<file path="config.mk">
export PLATFORM = sky130hd
export DESIGN_NAME = csd_recoder
export DESIGN_NICKNAME = d
export VERILOG_FILES = /design/src/rtl/csd_pkg.sv /design/src/rtl/csd_step.sv /design/src/rtl/csd_serial_engine.sv /design/src/rtl/csd_parallel_engine.sv /design/src/rtl/csd_recoder.sv
export SDC_FILE = /design/constraint.sdc
export NUM_CORES = 1
export LEC_CHECK = 0
export ABC_AREA = 1
export BUFFER_PORTS_ARGS = -buffer_cell sky130_fd_sc_hd__buf_4
export CORE_UTILIZATION = 54
export CTS_CLUSTER_DIAMETER = 60
export DETAILED_ROUTE_END_ITERATION = 6
export PLACE_DENSITY = 0.79
export SLEW_MARGIN = 20
export SYNTH_ARGS = -nofsm -noshare
export SYNTH_HDL_FRONTEND = slang
export SYNTH_HIERARCHICAL = 1
export SYNTH_SLANG_ARGS = --single-unit
</file>
<file path="constraint.sdc">
create_clock -name clk -period 1.3 [get_ports clk]
set_clock_uncertainty 0.15 [all_clocks]
set_input_delay 0.26 -clock clk [delete_from_list [all_inputs] [get_ports clk]]
set_output_delay 0.26 -clock clk [all_outputs]
set_load 0.01 [all_outputs]
</file>
<file path="src/rtl/csd_pkg.sv">
package csd_pkg;

    // Two-bit signed digit code: bit 0 marks nonzero, bit 1 marks negative.
    typedef enum logic [1:0] {
        SD_ZERO = 2'b00,
        SD_POS  = 2'b01,
        SD_NEG  = 2'b11
    } sdigit_e;

endpackage

</file>
<file path="src/rtl/csd_step.sv">
// One recoding cell: carry state plus current and next bit in,
// signed digit and next carry state out.
module csd_step
    import csd_pkg::*;
(
    input  logic       carry_in,
    input  logic       bit_cur,
    input  logic       bit_nxt,
    output logic [1:0] dig,
    output logic       carry_out
);

    always_comb begin
        dig       = SD_ZERO;
        carry_out = 1'b0;
        unique case ({carry_in, bit_cur, bit_nxt})
            3'b000, 3'b001: begin dig = SD_ZERO; carry_out = 1'b0; end
            3'b010:         begin dig = SD_POS;  carry_out = 1'b0; end
            3'b011:         begin dig = SD_NEG;  carry_out = 1'b1; end
            3'b100:         begin dig = SD_POS;  carry_out = 1'b0; end
            3'b101:         begin dig = SD_NEG;  carry_out = 1'b1; end
            3'b110, 3'b111: begin dig = SD_ZERO; carry_out = 1'b1; end
            default:        begin dig = SD_ZERO; carry_out = 1'b0; end
        endcase
    end

endmodule

</file>
<file path="src/rtl/csd_serial_engine.sv">
// One digit per clock; operand and digit registers both shift right.
module csd_serial_engine #(
    parameter int WIDTH = 16
) (
    input  logic                     clk,
    input  logic                     rst_n,
    input  logic                     start,
    input  logic                     is_signed,
    input  logic [WIDTH-1:0]         word_in,
    output logic                     busy,
    output logic                     done,
    output logic [2*(WIDTH+1)-1:0]   digits
);

    localparam int ND = WIDTH + 1;
    localparam int DW = 2 * ND;
    localparam int CW = $clog2(ND + 1);

    typedef struct packed {
        logic          busy;
        logic          done;
        logic          carry;
        logic          ext;
        logic [CW-1:0] cnt;
        logic [ND-1:0] bits;
        logic [DW-1:0] digits;
    } ser_state_t;

    ser_state_t st_d, st_q;
    logic [1:0] step_dig;
    logic       step_carry;
    logic       load_ext;

    csd_step u_step (
        .carry_in  (st_q.carry),
        .bit_cur   (st_q.bits[0]),
        .bit_nxt   (st_q.bits[1]),
        .dig       (step_dig),
        .carry_out (step_carry)
    );

    assign load_ext = is_signed & word_in[WIDTH-1];

    always_comb begin
        st_d      = st_q;
        st_d.done = 1'b0;
        if (!st_q.busy) begin
            if (start) begin
                st_d.busy  = 1'b1;
                st_d.carry = 1'b0;
                st_d.cnt   = '0;
                st_d.ext   = load_ext;
                st_d.bits  = {load_ext, word_in};
            end
        end else begin
            st_d.digits = {step_dig, st_q.digits[DW-1:2]};
            st_d.carry  = step_carry;
            st_d.bits   = {st_q.ext, st_q.bits[ND-1:1]};
            st_d.cnt    = st_q.cnt + 1'b1;
            if (st_q.cnt == CW'(ND - 1)) begin
                st_d.busy = 1'b0;
                st_d.done = 1'b1;
            end
        end
    end

    always_ff @(posedge clk or negedge rst_n) begin
        if (!rst_n) st_q <= '0;
        else        st_q <= st_d;
    end

    assign busy   = st_q.busy;
    assign done   = st_q.done;
    assign digits = st_q.digits;

    // completion flag lasts one cycle and only ends a run
    a_r6_done_single: assert property (@(posedge clk) disable iff (!rst_n)
        st_q.done |=> !st_q.done);
    a_r6_done_after_busy: assert property (@(posedge clk) disable iff (!rst_n)
        st_q.done |-> $past(st_q.busy));
    // carry after the top position settles on the extension bit
    a_r3_carry_settles: assert property (@(posedge clk) disable iff (!rst_n)
        (st_q.busy && st_q.cnt == CW'(ND - 1)) |-> (step_carry == st_q.ext));
    // idle without start leaves the result untouched
    a_r8_idle_hold: assert property (@(posedge clk) disable iff (!rst_n)
        (!st_q.busy && !start) |=> $stable(st_q.digits));
    // a start while busy does not restart the count
    a_r7_no_restart: assert property (@(posedge clk) disable iff (!rst_n)
        (st_q.busy && st_q.cnt != CW'(ND - 1)) |=> (st_q.busy && st_q.cnt != '0));

endmodule

</file>
<file path="src/rtl/csd_parallel_engine.sv">
// All positions recoded in one combinational ripple, result registered.
module csd_parallel_engine #(
    parameter int WIDTH = 16
) (
    input  logic                     clk,
    input  logic                     rst_n,
    input  logic                     start,
    input  logic                     is_signed,
    input  logic [WIDTH-1:0]         word_in,
    output logic                     done,
    output logic [2*(WIDTH+1)-1:0]   digits
);

    localparam int ND = WIDTH + 1;
    localparam int DW = 2 * ND;

    typedef struct packed {
        logic          done;
        logic [DW-1:0] digits;
    } par_state_t;

    par_state_t st_d, st_q;
    logic          ext;
    logic [ND:0]   ext_word;
    logic [ND:0]   carry_w;
    logic [DW-1:0] comb_digits;

    assign ext        = is_signed & word_in[WIDTH-1];
    assign ext_word   = {ext, ext, word_in};
    assign carry_w[0] = 1'b0;

    for (genvar g = 0; g < ND; g++) begin : g_cell
        csd_step u_step (
            .carry_in  (carry_w[g]),
            .bit_cur   (ext_word[g]),
            .bit_nxt   (ext_word[g+1]),
            .dig       (comb_digits[2*g +: 2]),
            .carry_out (carry_w[g+1])
        );
    end

    always_comb begin
        st_d      = st_q;
        st_d.done = start;
        if (start) st_d.digits = comb_digits;
    end

    always_ff @(posedge clk or negedge rst_n) begin
        if (!rst_n) st_q <= '0;
        else        st_q <= st_d;
    end

    assign done   = st_q.done;
    assign digits = st_q.digits;

    // result flagged on the cycle after start
    a_r10_one_cycle: assert property (@(posedge clk) disable iff (!rst_n)
        start |=> st_q.done);
    // ripple carry out of the top cell equals the extension bit
    a_r3_par_carry: assert property (@(posedge clk) disable iff (!rst_n)
        start |-> (carry_w[ND] == ext));
    // no start, no change of result
    a_r8_par_hold: assert property (@(posedge clk) disable iff (!rst_n)
        !start |=> $stable(st_q.digits));

endmodule

</file>
<file path="src/rtl/csd_recoder.sv">
module csd_recoder #(
    parameter int WIDTH    = 16,
    parameter bit PARALLEL = 1'b0
) (
    input  logic                     clk,
    input  logic                     rst_n,
    input  logic                     start,
    input  logic                     is_signed,
    input  logic [WIDTH-1:0]         word_in,
    output logic                     busy,
    output logic                     done,
    output logic [2*(WIDTH+1)-1:0]   digits
);

    localparam int ND = WIDTH + 1;
    localparam int DW = 2 * ND;

    if (PARALLEL) begin : g_par
        csd_parallel_engine #(.WIDTH(WIDTH)) u_engine (
            .clk       (clk),
            .rst_n     (rst_n),
            .start     (start),
            .is_signed (is_signed),
            .word_in   (word_in),
            .done      (done),
            .digits    (digits)
        );
        assign busy = 1'b0;
    end else begin : g_ser
        csd_serial_engine #(.WIDTH(WIDTH)) u_engine (
            .clk       (clk),
            .rst_n     (rst_n),
            .start     (start),
            .is_signed (is_signed),
            .word_in   (word_in),
            .busy      (busy),
            .done      (done),
            .digits    (digits)
        );
    end

    function automatic logic bad_code(input logic [DW-1:0] v);
        logic r = 1'b0;
        for (int i = 0; i < ND; i++) if (v[2*i +: 2] == 2'b10) r = 1'b1;
        return r;
    endfunction

    function automatic logic adjacent_nonzero(input logic [DW-1:0] v);
        logic r = 1'b0;
        for (int i = 0; i < ND - 1; i++) if (v[2*i] && v[2*i+2]) r = 1'b1;
        return r;
    endfunction

    // only the three legal digit codes in a completed result
    a_r1_digit_code: assert property (@(posedge clk) disable iff (!rst_n)
        done |-> !bad_code(digits));
    // nonadjacency of nonzero digits
    a_r2_no_adjacent: assert property (@(posedge clk) disable iff (!rst_n)
        done |-> !adjacent_nonzero(digits));

endmodule

</file>
==> results.sh, run 1 <==
export IMPL_ys_top_cells_by_area="dfrtp_1 (55%), nand2_1 (23%), buf_4 (11%)"
export IMPL_synth_cell_type_count=18
export IMPL_globalplace_congestion=0.757
export IMPL_cts_sinks=60
export IMPL_placedInstanceArea_sq_um=2990
export IMPL_worst_hold_slack_ns=0.0156
export IMPL_vias_per_cell=4.86
export IMPL_grt_pass1_wl_microns=9270
export IMPL_grtUsageTotal_pct=23.3
export IMPL_hold_viol=0
export IMPL_ios=56
export IMPL_netlist_area_leader_share_pct=54.7
export IMPL_drtPass1Iterations=4
export IMPL_post_route_period_util_pct=106
export IMPL_slew_headroom_pct=77.3
export IMPL_synthArstFlopShare_pct=100
export IMPL_ys_ff_latch=60
export IMPL_crit_fanout=2
export IMPL_worstSetupPathType="reg -> out"
export IMPL_path_buf_inv=2
export IMPL_antenna_found_initial=0
export IMPL_hp_start="word_in[2]"
export IMPL_powerDensity_nw_per_um2=2160
export IMPL_rows=25
export IMPL_dp_hpwl_microns=3520
export IMPL_crit_path_cell_trace="buf_6 > buf_6"
export IMPL_dieHeight_microns=73.3
export IMPL_max_stage_delay_ns=0.41
export IMPL_drc=0
export IMPL_rsz0062_at_grt="yes"
export IMPL_cp_top_family="flip-flops"
export IMPL_period_needed_ns=1.37
export IMPL_p_leak_nw=2.06
export IMPL_syn_nets=349
export IMPL_die_x_microns=73.3
export IMPL_routedWlPerCell_microns=12.5
export IMPL_critPathRequiredTime_ns=0.89
export IMPL_grt_pass1_vias=2106
export IMPL_cts_tree="built"
export IMPL_numCtsBuffers=9
export IMPL_status="finished, violations left"
export IMPL_die_area_sq_um=5370
export IMPL_wl_microns=5960
export IMPL_r2r_slack_ns=0.05
export IMPL_r2r_cells=5
export IMPL_vdd_drop_max_uv=871
export IMPL_syn_area_sq_um=2740
export IMPL_hold_path_class="in -> reg"
export IMPL_synthTopCellsByCount="nand2_1 (170), dfrtp_1 (60), buf_4 (40)"
export IMPL_overflow=0
export IMPL_start_util_pct=57.0
export IMPL_syn_inst=327
export IMPL_finalInstanceArea_sq_um=3660
export IMPL_portBuffers=55
export IMPL_vias=2321
export IMPL_drt_iter0_drc=225
export IMPL_worst_slack_ns=-0.0738
export IMPL_slowest_stage="dfrtp_2"
export IMPL_crit_top_cell="buf_6"
export IMPL_fmax_mhz=728
export IMPL_report_final_slew_viol_count=0
export IMPL_cp_arrival_ns=0.96
export IMPL_clk_path_buf_depth=2
export IMPL_yosysSeqAreaShare_pct=54.7
export IMPL_insertion_delay_ns=0.33
export IMPL_ant_nets=0
export IMPL_maxCapViolations=0
export IMPL_violations="negative setup slack"
export IMPL_setup_viol=1
export IMPL_pre_cts_ws_ns=0.118
export IMPL_yosys_most_used_dff="dfrtp_1"
export IMPL_r2r_end="g_ser.u_engine/st_q[44]"
export IMPL_final_nets=429
export IMPL_syn2layout_area_growth_pct=33.4
export IMPL_synth_edff_count=0
export IMPL_htreeDepth=3
export IMPL_yosysTopAreaCell="dfrtp_1"
export IMPL_cts_root_buf="clkbuf_8"
export IMPL_syn_avg_cell_area_sq_um=8.39
export IMPL_end_kind="primary output"
export IMPL_yosys_warnings=6
export IMPL_clkSlewWorstSetupHoldPaths_ns=0.06
export IMPL_grt_max_degree=27
export IMPL_startpoint_type="register"
export IMPL_worstMarginPinSlew_ns=0.340
export IMPL_multi_input_area_sq_um=868
export IMPL_r2r_start="g_ser.u_engine/busy"
export IMPL_yosysMostFrequentCell="nand2_1"
export IMPL_drive_gt1_share_pct=29.2
export IMPL_ff_latch_area_sq_um=1500
export IMPL_core_area_sq_um=4820
export IMPL_hold_depth=3
export IMPL_diodes=0
export IMPL_hold_end="g_ser.u_engine/st_q[36]"
export IMPL_fillerInstances=337
export IMPL_power_total_w=0.00789
## final cells by class
type                            instances  area share (%)
Sequential cell                        60            41.1
Timing Repair Buffer                  115            25.8
Multi-Input combinational cell        209            23.7
Clock buffer                           14            4.72
Tap cell                               67            2.29
Inverter                               11            1.33
Clock inverter                          1           0.821
Timing Repair inverter                  1           0.239
## cell families after synthesis
family / share of synthesized area, %
AND/OR/NAND/NOR: 28.7
XOR/XNOR: 0.319
buffers and inverters: 14.1
flip-flops: 54.7
AO/OA/AOI/OAI: 1.28
adder cells (fa/ha/maj): 0.912
## metrics by stage
step           instances  utilization (%)  TNS [ns]
6_report             478             76.0   -0.0738
3_5_place_dp         413             62.1         0
4_1_cts              456             71.7   -0.0797
5_1_grt              478             76.0    -0.105
3_3_place_gp         413             62.1         0
2_1_floorplan        327                -         0
## cell usage in the layout, fill, tap and decap left out
master and n:
bufinv_16 1, dlygate4sd3_1 15, xor2_1 1, clkinv_4 2, nor2_4 1, nor2_2 1, buf_4 90, nand2_4 1
nand3_1 21, nand3b_1 1, clkbuf_1 2, a21oi_1 3, dfrtp_1 59, nor2_1 2, clkbuf_8 12, dfrtp_2 1
inv_1 9, buf_8 1, nand4_1 2, buf_2 1, ha_1 2, inv_4 1, nand2_1 170, buf_6 7
buf_12 1, o21ai_0 4
## how the worst max path moves through the flow
stage	slack, ns	end	depth (start not counted)	from
final	-0.07	busy	2	g_ser.u_engine/busy
after floorplan	0.13	g_ser.u_engine/st_q[34]	4	g_ser.u_engine/busy
after global placement	0.15	g_ser.u_engine/st_q[34]	5	g_ser.u_engine/busy
after CTS	-0.08	busy	2	g_ser.u_engine/busy
after global routing	-0.09	busy	2	g_ser.u_engine/busy
after detailed placement	0.12	g_ser.u_engine/st_q[36]	5	g_ser.u_engine/busy
## report_power, final
| part | switching [W] | internal, W | leakage [nW] |
|---|---|---|---|
| registers | 0.000499 | 0.00260 | 0.788 |
| clock network | 0.000677 | 0.00103 | 0.103 |
| logic | 0.00146 | 0.00162 | 1.17 |
| total | 0.00263 | 0.00525 | 2.06 |
## flip-flops by register name, indices dropped and copies added (netlist names)
register,cells
g_ser.u_engine/digits,34
g_ser.u_engine/st_q,24
g_ser.u_engine/busy,1
g_ser.u_engine/done,1
## routing by layer
| metal | global-route usage, % | up-vias | share of wire (%) |
|---|---|---|---|
| met3 | 4.66 | 9 | 5.7 |
| met2 | 35.4 | 79 | 48 |
| met1 | 31.8 | 1101 | 45 |
| li1 | - | 1132 | - |
| met5 | 0 | - | 0 |
| met4 | 12.0 | 0 | 1.0 |
## tightest hold or removal path, stage by stage
cell     delay [ns]
buf_4          0.08
nand2_1        0.05
nand3_1        0.07
## repair_timing
action / in CTS / in global routing
endpoints found under the setup margin: 13 / 67
hold endpoints to repair: 58 / 0
buffers inserted: 13 / 20
gates cloned: 0 / 2
gates resized for setup: 4 / 15
hold buffers: 15 / 0
Power figures use the tool's default switching activity.
==> run 2: changes to the inputs <==
--- a/config.mk
+++ b/config.mk
@@ -7,10 +7,11 @@
 export LEC_CHECK = 0
 export ABC_AREA = 1
 export BUFFER_PORTS_ARGS = -buffer_cell sky130_fd_sc_hd__buf_4
-export CORE_UTILIZATION = 54
+export CORE_UTILIZATION = 40
 export CTS_CLUSTER_DIAMETER = 60
 export DETAILED_ROUTE_END_ITERATION = 6
-export PLACE_DENSITY = 0.79
+export PLACE_DENSITY = 0.61
+export REMOVE_ABC_BUFFERS = 1
 export SLEW_MARGIN = 20
 export SYNTH_ARGS = -nofsm -noshare
 export SYNTH_HDL_FRONTEND = slang
==> run 2 against run 1 <==
  * The run ends with design-rule violations, negative setup slack left
  * Largest cell class unchanged
  * First-iteration DRC count down 28%
  * Die area up 34%
  * Sequential power rose by 2%
  * Critical path type unchanged
  * Worst hold slack got worse by 0.0014 ns
  * Cell area increased by 4.4%
  * Sequential cell count unchanged
  * Clock power decreased by 15%
==> results.sh, run 2 (synthesis gave the netlist of run 1 again) <==
export IMPL_drt_iter0_drc=163
export IMPL_p_leak_nw=2.12
export IMPL_violations="design-rule violations, negative setup slack"
export IMPL_slowest_stage="dfrtp_2"
export IMPL_fillerInstances=573
export IMPL_drive_gt1_share_pct=30.0
export IMPL_rsz0062_at_grt="yes"
export IMPL_end_kind="primary output"
export IMPL_maxCapViolations=0
export IMPL_path_buf_inv=2
export IMPL_pre_cts_ws_ns=0.0434
export IMPL_drc=6
export IMPL_die_x_microns=84.8
export IMPL_powerDensity_nw_per_um2=2080
export IMPL_setup_viol=10
export IMPL_cts_tree="built"
export IMPL_dieHeight_microns=84.8
export IMPL_numCtsBuffers=9
export IMPL_slew_headroom_pct=79.8
export IMPL_grt_pass1_wl_microns=9390
export IMPL_worst_slack_ns=-0.105
export IMPL_hold_viol=0
export IMPL_routed_wl_met3_microns=258
export IMPL_report_final_slew_viol_count=0
export IMPL_drtPass1Iterations=7
export IMPL_vias=2313
export IMPL_final_cells=490
export IMPL_max_stage_delay_ns=0.43
export IMPL_multi_input_area_sq_um=873
export IMPL_finalInstanceArea_sq_um=3820
export IMPL_ff_latch_area_sq_um=1500
export IMPL_top_layer="met4"
export IMPL_largest_register_ffs=34
export IMPL_fmax_mhz=712
export IMPL_final_nets=430
export IMPL_status="finished, violations left"
export IMPL_rows=29
export IMPL_wl_met1_microns=2790
export IMPL_antenna_found_initial=0
export IMPL_wl_met2_microns=3140
export IMPL_clkSlewWorstSetupHoldPaths_ns=0.07
export IMPL_r2r_slack_ns=-0.02
export IMPL_grtUsageTotal_pct=16.8
export IMPL_syn2layout_area_growth_pct=39.3
export IMPL_startpoint_type="register"
export IMPL_grt_pass1_vias=2106
export IMPL_crit_path_cell_trace="buf_12 > buf_6"
export IMPL_final_common_cell="nand2_1"
export IMPL_cp_arrival_ns=1.00
export IMPL_clk_path_buf_depth=2
export IMPL_ant_nets=0
export IMPL_dp_hpwl_microns=3460
export IMPL_diodes=0
export IMPL_portBuffers=55
export IMPL_period_needed_ns=1.41
export IMPL_wl_microns=6220
export IMPL_placedInstanceArea_sq_um=3020
export IMPL_insertion_delay_ns=0.33
export IMPL_worst_hold_slack_ns=0.0143
export IMPL_worstSetupPathType="reg -> out"
export IMPL_vdd_drop_max_uv=778
export IMPL_cts_sinks=60
export IMPL_htreeDepth=3
export IMPL_dp_cells=422
export IMPL_cts_root_buf="clkbuf_8"
export IMPL_grt_max_degree=34
export IMPL_critPathRequiredTime_ns=0.89
export IMPL_globalplace_congestion=0.726
export IMPL_worstMarginPinSlew_ns=0.303
export IMPL_post_route_period_util_pct=108
export IMPL_die_area_sq_um=7200
export IMPL_start_util_pct=42.2
export IMPL_ios=56
export IMPL_vias_per_cell=4.72
export IMPL_crit_fanout=3
export IMPL_routedWlPerCell_microns=12.7
export IMPL_cp_top_family="flip-flops"
export IMPL_final_cell_mix="nand2_1 (169), buf_4 (67), dfrtp_1 (59)"
export IMPL_overflow=0
export IMPL_hold_path_class="in -> reg"
export IMPL_core_area_sq_um=6490
[run 2: changes by cell type in the layout (fill, tap and decap cells not counted), sizes merged]
cell / previous run / this run
clkinvlp: 0 / 1
bufinv: 1 / 0
dlygate4sd3: 15 / 16
bufbuf: 0 / 1
clkinv: 2 / 6
clkbuf: 14 / 13
buf: 100 / 97
[run 2: final timing paths]
path,startpoint,cells past startpoint,to
worst max-delay path,g_ser.u_engine/busy,2,busy
worst min-delay path,word_in[14],3,g_ser.u_engine/st_q[48]
worst max register to register,g_ser.u_engine/busy,6,g_ser.u_engine/st_q[42]
worst min register to register,g_ser.u_engine/digits[1],2,g_ser.u_engine/digits[1]
max in group asynchronous,rst_n,3,g_ser.u_engine/digits[6]
min in group asynchronous,rst_n,2,g_ser.u_engine/digits[7]
[run 2: worst register-to-register path, delay by kind of cell (launching register included)]
kind          cells  cell delay (ns)
buf+inv           3             0.41
flops             1             0.40
simple gates      3             0.25
[run 2: per-stage QoR]
stage                     util, %  setup TNS, ns  total power [W]
after detailed placement     46.5              0          0.00549
after global routing         58.9          -1.24          0.00850
after global placement       46.5              0          0.00544
after CTS                    54.6         -0.115          0.00740
after floorplan                 -         -54.66          0.00431
final                        58.9         -0.221          0.00795
[run 2: layout make-up]
class	count	area share, %
sequential	60	39.3
timing repair buffer	116	29.5
multi-input combinational	209	22.8
clock buffer	11	3.70
tap	77	2.52
inverter	11	1.28
clock inverter	5	0.720
timing repair inverter	1	0.131
[run 2: repair_timing]
item,4_1_cts,5_1_grt
resized for setup,8,32
hold buffers,16,0
endpoints found under the setup margin,16,76
pin swaps,0,1
setup buffers,18,14
hold endpoints to repair,75,0
gates cloned,1,3
[run 2: metal layers]
layer / vias up / GRT usage [%]
met5: - / 0
met4: 0 / 6.63
met3: 4 / 4.28
met2: 67 / 28.0
met1: 1111 / 21.1
li1: 1131 / -
[run 2: report_power, final]
part           internal [W]  switching (W)  total (W)
Combinational       0.00187        0.00146    0.00333
Clock              0.000730       0.000724    0.00145
Sequential          0.00260       0.000556    0.00316
==> run 3: changes to the inputs <==
--- a/config.mk
+++ b/config.mk
@@ -12,6 +12,7 @@
 export DETAILED_ROUTE_END_ITERATION = 6
 export PLACE_DENSITY = 0.61
 export REMOVE_ABC_BUFFERS = 1
+export SETUP_SLACK_MARGIN = 0.2
 export SLEW_MARGIN = 20
 export SYNTH_ARGS = -nofsm -noshare
 export SYNTH_HDL_FRONTEND = slang
==> run 3 against run 2 <==
  * The flow still finishes with violations (design-rule violations, negative setup slack)
  * Sequential cell count unchanged
  * Clock power about the same
  * Fmax decreased by 2.2%
  * Critical endpoint is now g_ser.u_engine/st_q[45]
  * Power increased by 17%
  * Wire length increased by 23%
  * First-iteration DRC count decreased by 23%
  * Largest power group unchanged
  * Sequential share of layout area decreased by 5.8 points
  * Die area unchanged
  * Critical path type is now reg -> reg
  * Largest cell class is now buffers
==> results.sh, run 3 (synthesis gave the netlist of run 1 again) <==
export IMPL_grt_pass1_wl_microns=11100
export IMPL_end_kind="register"
export IMPL_powerDensity_nw_per_um2=2070
export IMPL_report_final_slew_viol_count=0
export IMPL_dp_hpwl_microns=3460
export IMPL_die_x_microns=84.8
export IMPL_hold_path_class="in -> reg"
export IMPL_start_util_pct=42.2
export IMPL_routedWlPerCell_microns=14.8
export IMPL_drt_iter0_drc=125
export IMPL_status="finished, violations left"
export IMPL_maxCapViolations=0
export IMPL_syn2layout_area_growth_pct=63.3
export IMPL_final_cell_mix="nand2_1 (136), buf_4 (67), dfrtp_1 (58)"
export IMPL_grt_pass1_vias=2416
export IMPL_fmax_mhz=696
export IMPL_slowest_stage="dfrtp_2"
export IMPL_crit_path_cell_trace="buf_6 > buf_12 > nor2_4 > buf_6 > clkbuf_16 > nand2_1 > nand3_1"
export IMPL_core_area_sq_um=6490
export IMPL_ios=56
export IMPL_slew_headroom_pct=79.7
export IMPL_crit_top_cell="buf_6"
export IMPL_die_area_sq_um=7200
export IMPL_vias=2522
export IMPL_insertion_delay_ns=0.33
export IMPL_startpoint_type="register"
export IMPL_grtUsageTotal_pct=20.2
export IMPL_cp_arrival_ns=1.55
export IMPL_path_buf_inv=4
export IMPL_final_nets=457
export IMPL_setup_viol=50
export IMPL_numCtsBuffers=9
export IMPL_post_route_period_util_pct=111
export IMPL_cts_root_buf="clkbuf_8"
export IMPL_grt_max_degree=22
export IMPL_wl_microns=7670
export IMPL_worstMarginPinSlew_ns=0.304
export IMPL_rows=29
export IMPL_tns_ns=-3.53
export IMPL_antenna_found_initial=0
export IMPL_critPathRequiredTime_ns=1.42
export IMPL_cts_tree="built"
export IMPL_ant_nets=0
export IMPL_rsz0062_at_grt="yes"
export IMPL_period_needed_ns=1.44
export IMPL_diodes=0
export IMPL_vdd_drop_max_uv=817
export IMPL_max_stage_delay_ns=0.43
export IMPL_largest_register_ffs=34
export IMPL_drive_gt1_share_pct=44.1
export IMPL_worst_slack_ns=-0.137
export IMPL_overflow=0
export IMPL_vias_per_cell=4.88
export IMPL_crit_fanout=5
export IMPL_worst_hold_slack_ns=0.0700
export IMPL_cp_top_family="buffers and inverters"
export IMPL_violations="design-rule violations, negative setup slack"
export IMPL_drtPass1Iterations=7
export IMPL_clkSlewWorstSetupHoldPaths_ns=0.07
export IMPL_final_common_cell="nand2_1"
export IMPL_globalplace_congestion=0.726
export IMPL_cts_sinks=60
export IMPL_portBuffers=55
export IMPL_drc=6
export IMPL_worstSetupPathType="reg -> reg"
export IMPL_p_leak_nw=2.47
export IMPL_dieHeight_microns=84.8
export IMPL_htreeDepth=3
export IMPL_hold_viol=0
export IMPL_clk_path_buf_depth=2
[run 3: changes by cell type in the layout (fill, tap and decap cells not counted), moves of 4 or more]
cell | before | now
nand2_1 | 169 | 136
nand2_2 | 1 | 20
buf_6 | 25 | 40
nand2_4 | 1 | 14
nand3_1 | 21 | 16
nand3_2 | 0 | 5
buf_12 | 5 | 9
buf_16 | 0 | 4
[run 3: path summary, 6_finish.rpt]
kind | start | to | slack, ns | depth (start not counted)
max | g_ser.u_engine/busy | g_ser.u_engine/st_q[45] | -0.14 | 7
min | word_in[14] | g_ser.u_engine/st_q[48] | 0.07 | 3
max reg2reg | g_ser.u_engine/busy | g_ser.u_engine/st_q[45] | -0.14 | 7
min reg2reg | g_ser.u_engine/st_q[45] | g_ser.u_engine/st_q[45] | 0.34 | 2
max in group asynchronous | rst_n | g_ser.u_engine/done | 0.32 | 3
min in group asynchronous | rst_n | g_ser.u_engine/digits[7] | 0.23 | 2
[run 3: repair_timing]
action	in CTS	in global routing
hold buffers	16	0
endpoints found under the setup margin	84	96
pin swaps	1	17
buffers inserted	36	17
hold endpoints to repair	75	0
cloned	7	4
gates resized for setup	63	68
[run 3: power breakdown]
group	total [W]	switching [W]	internal [W]	leakage (nW)
combinational	0.00458	0.00196	0.00262	1.60
clock	0.00148	0.000746	0.000731	0.0889
sequential	0.00322	0.000614	0.00260	0.787
[run 3: metal layers]
| metal | share of wire [%] | wire (microns) | track usage, % | up-vias |
|---|---|---|---|---|
| met3 | 3.4 | 257 | 4.38 | 7 |
| met1 | 40 | 3060 | 23.8 | 1256 |
| met4 | 0.72 | 55 | 7.70 | 0 |
| met2 | 56 | 4300 | 36.0 | 68 |
| li1 | - | - | - | 1191 |
| met5 | 0 | 0 | 0 | - |
[run 3: stage by stage]
| stage | cells | area (sq um) | util (%) | total power, W | setup slack, ns |
|---|---|---|---|---|---|
| 2_1_floorplan | 280 | 2400 | - | 0.00431 | -1.08 |
| 3_3_place_gp | 422 | 3020 | 46.5 | 0.00544 | 0.0528 |
| 3_5_place_dp | 422 | 3020 | 46.5 | 0.00549 | 0.0434 |
| 4_1_cts | 497 | 4030 | 62.0 | 0.00830 | -0.106 |
| 5_1_grt | 517 | 4480 | 69.0 | 0.00980 | -0.169 |
| 6_report | 517 | 4480 | 69.0 | 0.00928 | -0.137 |
[run 3: final cells by class]
class,count,area (sq um)
Clock buffer,11,141
Multi-Input combinational cell,209,1080
Timing Repair inverter,1,6.26
Tap cell,77,96.3
Sequential cell,60,1500
Fill cell,473,2010
Timing Repair Buffer,143,1570
Clock inverter,5,27.5
Inverter,11,58.8
[run 3: tightest hold or removal path, delay by kind of cell]
family        cells  cell delay (ns)
buf+inv           1             0.09
simple gates      2             0.16
